==> src/rtl/tick_timer_pkg.sv <==
package tick_timer_pkg;

    localparam int ENT_PERIODIC_BIT = 17;
    localparam int ENT_MASK_BIT     = 16;
    localparam int VEC_W            = 8;
    localparam int CODE_W           = 3;

    typedef enum logic [1:0] {
        ST_IDLE = 2'd0,
        ST_RUN  = 2'd1,
        ST_HOLD = 2'd2
    } run_state_e;

    function automatic logic [CODE_W-1:0] code_to_shift(input logic [CODE_W-1:0] code);
        return code + CODE_W'(1);
    endfunction

endpackage

==> src/rtl/tick_timer_divcfg.sv <==
module tick_timer_divcfg
    import tick_timer_pkg::*;
(
    input  logic              clk,
    input  logic              rst_n,
    input  logic              div_wr,
    input  logic [3:0]        div_low,
    output logic [CODE_W-1:0] shift,
    output logic [31:0]       readback
);
    logic [CODE_W-1:0] code_q;

    always_ff @(posedge clk or negedge rst_n) begin
        if (!rst_n) begin
            code_q <= '0;
        end else if (div_wr) begin
            code_q <= {div_low[3], div_low[1:0]};
        end
    end

    assign shift    = code_to_shift(code_q);
    assign readback = {28'd0, code_q[2], 1'b0, code_q[1:0]};

    logic unused_div;
    assign unused_div = div_low[2];

endmodule

==> src/rtl/tick_timer_prescale.sv <==
module tick_timer_prescale #(
    parameter int PRE_W = 7,
    localparam int SH_W = $clog2(PRE_W + 1)
) (
    input  logic            clk,
    input  logic            rst_n,
    input  logic            restart,
    input  logic [SH_W-1:0] shift,
    output logic            tick
);
    logic [PRE_W-1:0] phase_q;
    logic [PRE_W-1:0] low_mask;

    for (genvar i = 0; i < PRE_W; i++) begin : g_mask
        assign low_mask[i] = (shift > SH_W'(i));
    end

    always_ff @(posedge clk or negedge rst_n) begin
        if (!rst_n) begin
            phase_q <= '0;
        end else if (restart) begin
            phase_q <= '0;
        end else begin
            phase_q <= phase_q + PRE_W'(1);
        end
    end

    assign tick = &(phase_q | ~low_mask);

endmodule

==> src/rtl/tick_timer_core.sv <==
module tick_timer_core
    import tick_timer_pkg::*;
#(
    parameter int CNT_W = 32
) (
    input  logic             clk,
    input  logic             rst_n,
    input  logic             load,
    input  logic [CNT_W-1:0] load_val,
    input  logic             tick,
    input  logic             periodic,
    input  logic             masked,
    input  logic [VEC_W-1:0] vector,
    input  logic             entry_wr,
    output logic [CNT_W-1:0] count,
    output logic             fire,
    output logic [VEC_W-1:0] fire_vec
);
    run_state_e       state_q, state_d;
    logic [CNT_W-1:0] cnt_q, cnt_d;
    logic [CNT_W-1:0] reload_q;
    logic             armed_q, armed_d;
    logic             fire_d;

    always_comb begin
        state_d = state_q;
        cnt_d   = cnt_q;
        armed_d = armed_q;
        fire_d  = 1'b0;
        if (load) begin
            state_d = ST_RUN;
            cnt_d   = load_val;
            armed_d = (load_val != '0);
        end else begin
            if (entry_wr) begin
                armed_d = (cnt_q != '0);
            end
            unique case (state_q)
                ST_IDLE: begin
                end
                ST_RUN: begin
                    if (tick) begin
                        if (cnt_q != '0) begin
                            cnt_d = cnt_q - CNT_W'(1);
                        end else if (periodic) begin
                            cnt_d  = reload_q;
                            fire_d = !masked && (reload_q != '0);
                        end else begin
                            fire_d  = !masked && armed_q;
                            state_d = ST_HOLD;
                        end
                    end
                end
                ST_HOLD: begin
                end
                default: state_d = ST_IDLE;
            endcase
        end
    end

    always_ff @(posedge clk or negedge rst_n) begin
        if (!rst_n) begin
            state_q  <= ST_IDLE;
            cnt_q    <= '0;
            reload_q <= '0;
            armed_q  <= 1'b0;
        end else begin
            state_q <= state_d;
            cnt_q   <= cnt_d;
            armed_q <= armed_d;
            if (load) begin
                reload_q <= load_val;
            end
        end
    end

    always_ff @(posedge clk or negedge rst_n) begin
        if (!rst_n) begin
            fire     <= 1'b0;
            fire_vec <= '0;
        end else begin
            fire <= fire_d;
            if (fire_d) begin
                fire_vec <= vector;
            end
        end
    end

    assign count = cnt_q;

endmodule

==> src/rtl/tick_timer.sv <==
module tick_timer
    import tick_timer_pkg::*;
#(
    parameter int CNT_W = 32,
    parameter int PRE_W = 7
) (
    input  logic             clk,
    input  logic             rst_n,
    input  logic             init_wr,
    input  logic [CNT_W-1:0] init_data,
    input  logic             div_wr,
    input  logic [31:0]      div_data,
    input  logic             entry_wr,
    input  logic [31:0]      entry_data,
    input  logic             count_wr,
    input  logic [31:0]      count_wdata,
    output logic [CNT_W-1:0] cur_count,
    output logic [31:0]      div_readback,
    output logic             irq_fire,
    output logic [VEC_W-1:0] irq_vector
);
    localparam int SH_W = $clog2(PRE_W + 1);

    logic             ent_periodic_q;
    logic             ent_mask_q;
    logic [VEC_W-1:0] ent_vec_q;
    logic [CODE_W-1:0] shift_raw;
    logic [SH_W-1:0]  shift;
    logic             tick;

    always_ff @(posedge clk or negedge rst_n) begin
        if (!rst_n) begin
            ent_periodic_q <= 1'b0;
            ent_mask_q     <= 1'b1;
            ent_vec_q      <= '0;
        end else if (entry_wr) begin
            ent_periodic_q <= entry_data[ENT_PERIODIC_BIT];
            ent_mask_q     <= entry_data[ENT_MASK_BIT];
            ent_vec_q      <= entry_data[VEC_W-1:0];
        end
    end

    tick_timer_divcfg u_div (
        .clk      (clk),
        .rst_n    (rst_n),
        .div_wr   (div_wr),
        .div_low  (div_data[3:0]),
        .shift    (shift_raw),
        .readback (div_readback)
    );

    assign shift = SH_W'(shift_raw);

    tick_timer_prescale #(.PRE_W(PRE_W)) u_pre (
        .clk     (clk),
        .rst_n   (rst_n),
        .restart (init_wr),
        .shift   (shift),
        .tick    (tick)
    );

    tick_timer_core #(.CNT_W(CNT_W)) u_core (
        .clk      (clk),
        .rst_n    (rst_n),
        .load     (init_wr),
        .load_val (init_data),
        .tick     (tick),
        .periodic (ent_periodic_q),
        .masked   (ent_mask_q),
        .vector   (ent_vec_q),
        .entry_wr (entry_wr),
        .count    (cur_count),
        .fire     (irq_fire),
        .fire_vec (irq_vector)
    );

    logic unused_inputs;
    assign unused_inputs = ^{div_data[31:4], entry_data[31:18], entry_data[15:VEC_W],
                             count_wr, count_wdata};

endmodule

==> config.mk <==
export PLATFORM = sky130hd
export DESIGN_NAME = tick_timer
export DESIGN_NICKNAME = d
export VERILOG_FILES = /design/src/rtl/tick_timer_pkg.sv /design/src/rtl/tick_timer_divcfg.sv /design/src/rtl/tick_timer_prescale.sv /design/src/rtl/tick_timer_core.sv /design/src/rtl/tick_timer.sv
export SDC_FILE = /design/constraint.sdc
export NUM_CORES = 1
export LEC_CHECK = 0
export BUFFER_PORTS_ARGS = -buffer_cell sky130_fd_sc_hd__buf_2
export CORE_MARGIN = 2
export CORE_UTILIZATION = 45
export DETAILED_ROUTE_END_ITERATION = 12
export GPL_ROUTABILITY_DRIVEN = 0
export GPL_TIMING_DRIVEN = 1
export MAX_ROUTING_LAYER = met4
export PLACE_DENSITY = 0.77
export SYNTH_ARGS = -nofsm -noshare
export SYNTH_HDL_FRONTEND = slang
export SYNTH_HIERARCHICAL = 1
export SYNTH_SLANG_ARGS = --single-unit
==> constraint.sdc <==
create_clock -name clk -period 2.48 [get_ports clk]
set_input_delay 0.744 -clock clk [delete_from_list [all_inputs] [get_ports clk]]
set_output_delay 0.744 -clock clk [all_outputs]
set_load 0.02 [all_outputs]
==> summary.md <==
| Metric | Value |
|---|---|
| Clock tree root buffer cell | clkbuf_16 |
| Worst Setup End Kind | flip-flop |
| Starting Density | about 47% |
| Fin. Hold Viols | 0 |
| Hold_ws | between 400 and 500 ps |
| ANT cells | 0 |
| Crit-path leading delay family | simple AND/OR/NAND/NOR gates |
| Die width | roughly 110 um |
| DR iter-0 viols | roughly 520 |
| Die area | between 0.01 and 0.015 sq mm |
| Most common cell on crit path | buf_4 |
| Rows | 39 |
| WS Path Type | flip-flop to flip-flop |
| CP Launch Type | flip-flop |
| Worst Setup SP | u_core/reload_q[6]$_DFFE_PN0P_ |
| IO Count | 207 |
| CTS clk-pin slew, worst paths | 70 ps |
| Max Clock Freq | about 400 MHz |
| RSZ-0062 raised after global routing | yes |
| Area growth syn-to-layout | 28.62% |
| Placement Cell Area | between 0.006 and 0.007 sq mm |
| Largest net degree at the start of global routing | between 90 and 100 |
| Pwr Density | between 600 and 700 mW/mm^2 |
| Drt first pass iters | 9 |
| Clock skew | ~9.6 ps |
| Clk_lat worst skew | between 300 and 400 ps |
| Sw Share | between 30 and 40% |
| Net Sw Power | 1.525 mW |
| Max-cap violation count | 0 |
| Top post-synthesis cells by count | dfrtp_1 (95), nand2_1 (41), o21ai_0 (39), nor2_1 (32), nor4_1 (32) |
| Vias in the first global route | 4879 |
| Avg Cell Area, Syn | around 9.8 sq um |
| # setup viols final | 3 |
| Slew HR | a little over three fifths |
| Clock sink total | 96 |
| HP Class | input pin to asynchronous set/reset pin |
| Initial antenna violation count | 0 |
| DRC | 8 |
| Cells after synthesis | 550 |
| NumNets Final | 838 |
| RR Startpoint | u_core/reload_q[6]$_DFFE_PN0P_ |
| WL/cell | roughly 18 um |
| CTS buffer count | 9 |
| Routed Antenna Nets | 0 |
| Failing checks | DRC, setup timing |
| CTS tree | built |
| VDD IR-drop max | a little over 0.4 mV |
| DP Wirelength | ~11000 um |
| Crit path buf inv count | 3 |
| Post-synth top area share | 44.32% |
| Crit-path slowest cell | o41ai_4 |
| Fin area | 0.006899 sq mm |
| CP Data Arrival Time | around 2700 ps |
| First-pass GRT wire length | about 25000 um |
| Final slew viol count | 0 |
| Main synth FF type | dfrtp_1 |
| Via density | 5.945 |
| Leakage | 3.141 nW |
| Minimum clock period | 2487 ps |
| FILL cells | roughly 970 |
| Via count | a little over 5k |
| GR Overflow Total | 0 |
| Final Cycle Share | 100.3% |
| Data required, critical path | approximately 2700 ps |
| Dominant cell type by area after synthesis | dfrtp_1 |
| Logic pwr share | a little over a quarter |
| Synth cell types | 62 |
| Layout cells sized above 1 | between 30% and 40% |
| CTS Buffer Depth | 2 |
| Sequence of cells on the critical path | nor4_1, buf_4, nand4_1, o41ai_4, nor4_4, buf_4, clkbuf_16, mux2_4 |
| Sequential area share after synthesis | approximately 45% |
| Total GRT Usage | approximately a quarter |
| Max incr delay on CP | 500 ps |
| Power share of the clock group | about a third |
| Worst Tran Pin Value | around 550 ps |
| Outcome | finished, violations left |
| I/O Buffers | 93 |
| Final core area utilization | 59.91% |
| Setup slack after layout | -6.511 ps |
| H-tree depth | 3 |
| Internal | 3.064 mW |
| Share of flip-flops with an asynchronous set or reset | 100.0% |
| Synthesized area | 0.005364 sq mm |
| Post-Route WL | between 15000 and 20000 um |
| Die H | approximately 110 um |
| Synthesized flop and latch total | 96 |
| Synth warnings | 6 |
| Seq pwr share | 40.8% |
| Post-synth EDFFs | 0 |
| Count leader, synth | dfrtp_1 |
| Core ar. | 0.01152 sq mm |
| Synth area leaders | dfrtp_1 (44%), mux2_2 (6.3%), buf_4 (4.1%) |
| CP max FO | 4 |
==> through the flow <==
step | power [mW] | TNS, ps | std cells | worst slack, ps
after floorplan | 2.563 | -1641 | 578 | -211.1
after global placement | 3.032 | -2060 | 826 | -254.4
after detailed placement | 3.068 | -2374 | 826 | -281.3
after CTS | 4.551 | 0 | 843 | 0.2771
after global routing | 4.778 | -716.1 | 848 | -74.92
final | 4.589 | -16.81 | 848 | -6.511
==> per-layer routing <==
| metal | global-route usage [%] | share of wire (%) | routed length, um | up-vias |
|---|---|---|---|---|
| met5 | - | 0 | 0 | - |
| met4 | 12.11 | 3.8 | 597 | 0 |
| met3 | 4.713 | 8.6 | 1342 | 62 |
| met2 | 39.12 | 47 | 7257 | 320 |
| met1 | 30.88 | 41 | 6398 | 2389 |
| li1 | - | - | - | 2270 |
==> kinds of logic (layout without fill, tap and decap cells) <==
family                   after synthesis  in the layout  share of synthesized area (%)
other                                  1             29                        0.06991
AO/OA/AOI/OAI                        124            124                          15.14
multiplexers                          42             42                          9.470
AND/OR/NAND/NOR                      184            184                          18.82
adder cells (fa/ha/maj)                4              4                         0.9331
flip-flops                            96             96                          44.81
buffers and inverters                 82            209                          7.977
XOR/XNOR                              17             17                          2.776
==> state kept, by name, summed over array words and instances, names as in the netlist <==
register	flops
ent_mask_q	1
ent_periodic_q	1
ent_vec_q	8
u_core/armed_q	1
u_core/count	32
u_core/fire	1
u_core/fire_vec	8
u_core/reload_q	32
u_core/state_q	2
u_div/code_q	3
u_pre/phase_q	7
==> final timing paths <==
path                                             endpoint  slack [ps]  cells past startpoint
max in group asynchronous     u_core/count[4]$_DFFE_PN0P_        1640                      2
max reg2reg                u_core/fire_vec[5]$_DFFE_PN0P_          -7                      8
min                        u_core/fire_vec[5]$_DFFE_PN0P_         420                      2
min reg2reg                u_core/fire_vec[0]$_DFFE_PN0P_         510                      1
min in group clk           u_core/fire_vec[0]$_DFFE_PN0P_         510                      1
max                        u_core/fire_vec[5]$_DFFE_PN0P_          -7                      8
==> power groups by stage <==
| stage | Clock, mW | Combinational (mW) | Sequential, mW |
|---|---|---|---|
| global placement | 0 | 1.14 | 1.89 |
| CTS | 1.50 | 1.19 | 1.87 |
| global route | 1.56 | 1.33 | 1.89 |
| detailed placement | 0 | 1.17 | 1.89 |
| finish | 1.47 | 1.24 | 1.87 |
| floorplan | 0 | 0.530 | 2.03 |
==> cell usage in the layout, fill, tap and decap left out, drive strengths merged, types with 10 or more instances in the layout <==
cell type,instances
a21oi,25
buf,167
clkbuf,10
conb,29
dfrtp,95
inv,29
mux2,40
nand2,41
nand3,22
nor2,32
nor3,15
nor4,35
o21ai,40
or3,10
xor2,12
==> layout make-up <==
class / count / area [sq um] / share of cell area, %
tap: 143 / 178.9 / 2.593
clock inverter: 7 / 85.08 / 1.233
multi-input combinational: 400 / 2789 / 40.42
clock buffer: 9 / 225.2 / 3.264
inverter: 25 / 96.34 / 1.396
timing repair buffer: 168 / 1119 / 16.21
sequential: 96 / 2406 / 34.87
==> repair_timing <==
action | CTS | global route
pin swaps | 2 | 3
endpoints found under the setup margin | 16 | 32
hold buffers | 0 | 0
resized for setup | 6 | 27
cloned | 0 | 1
buffers inserted | 1 | 4
Power figures use the tool's default switching activity.
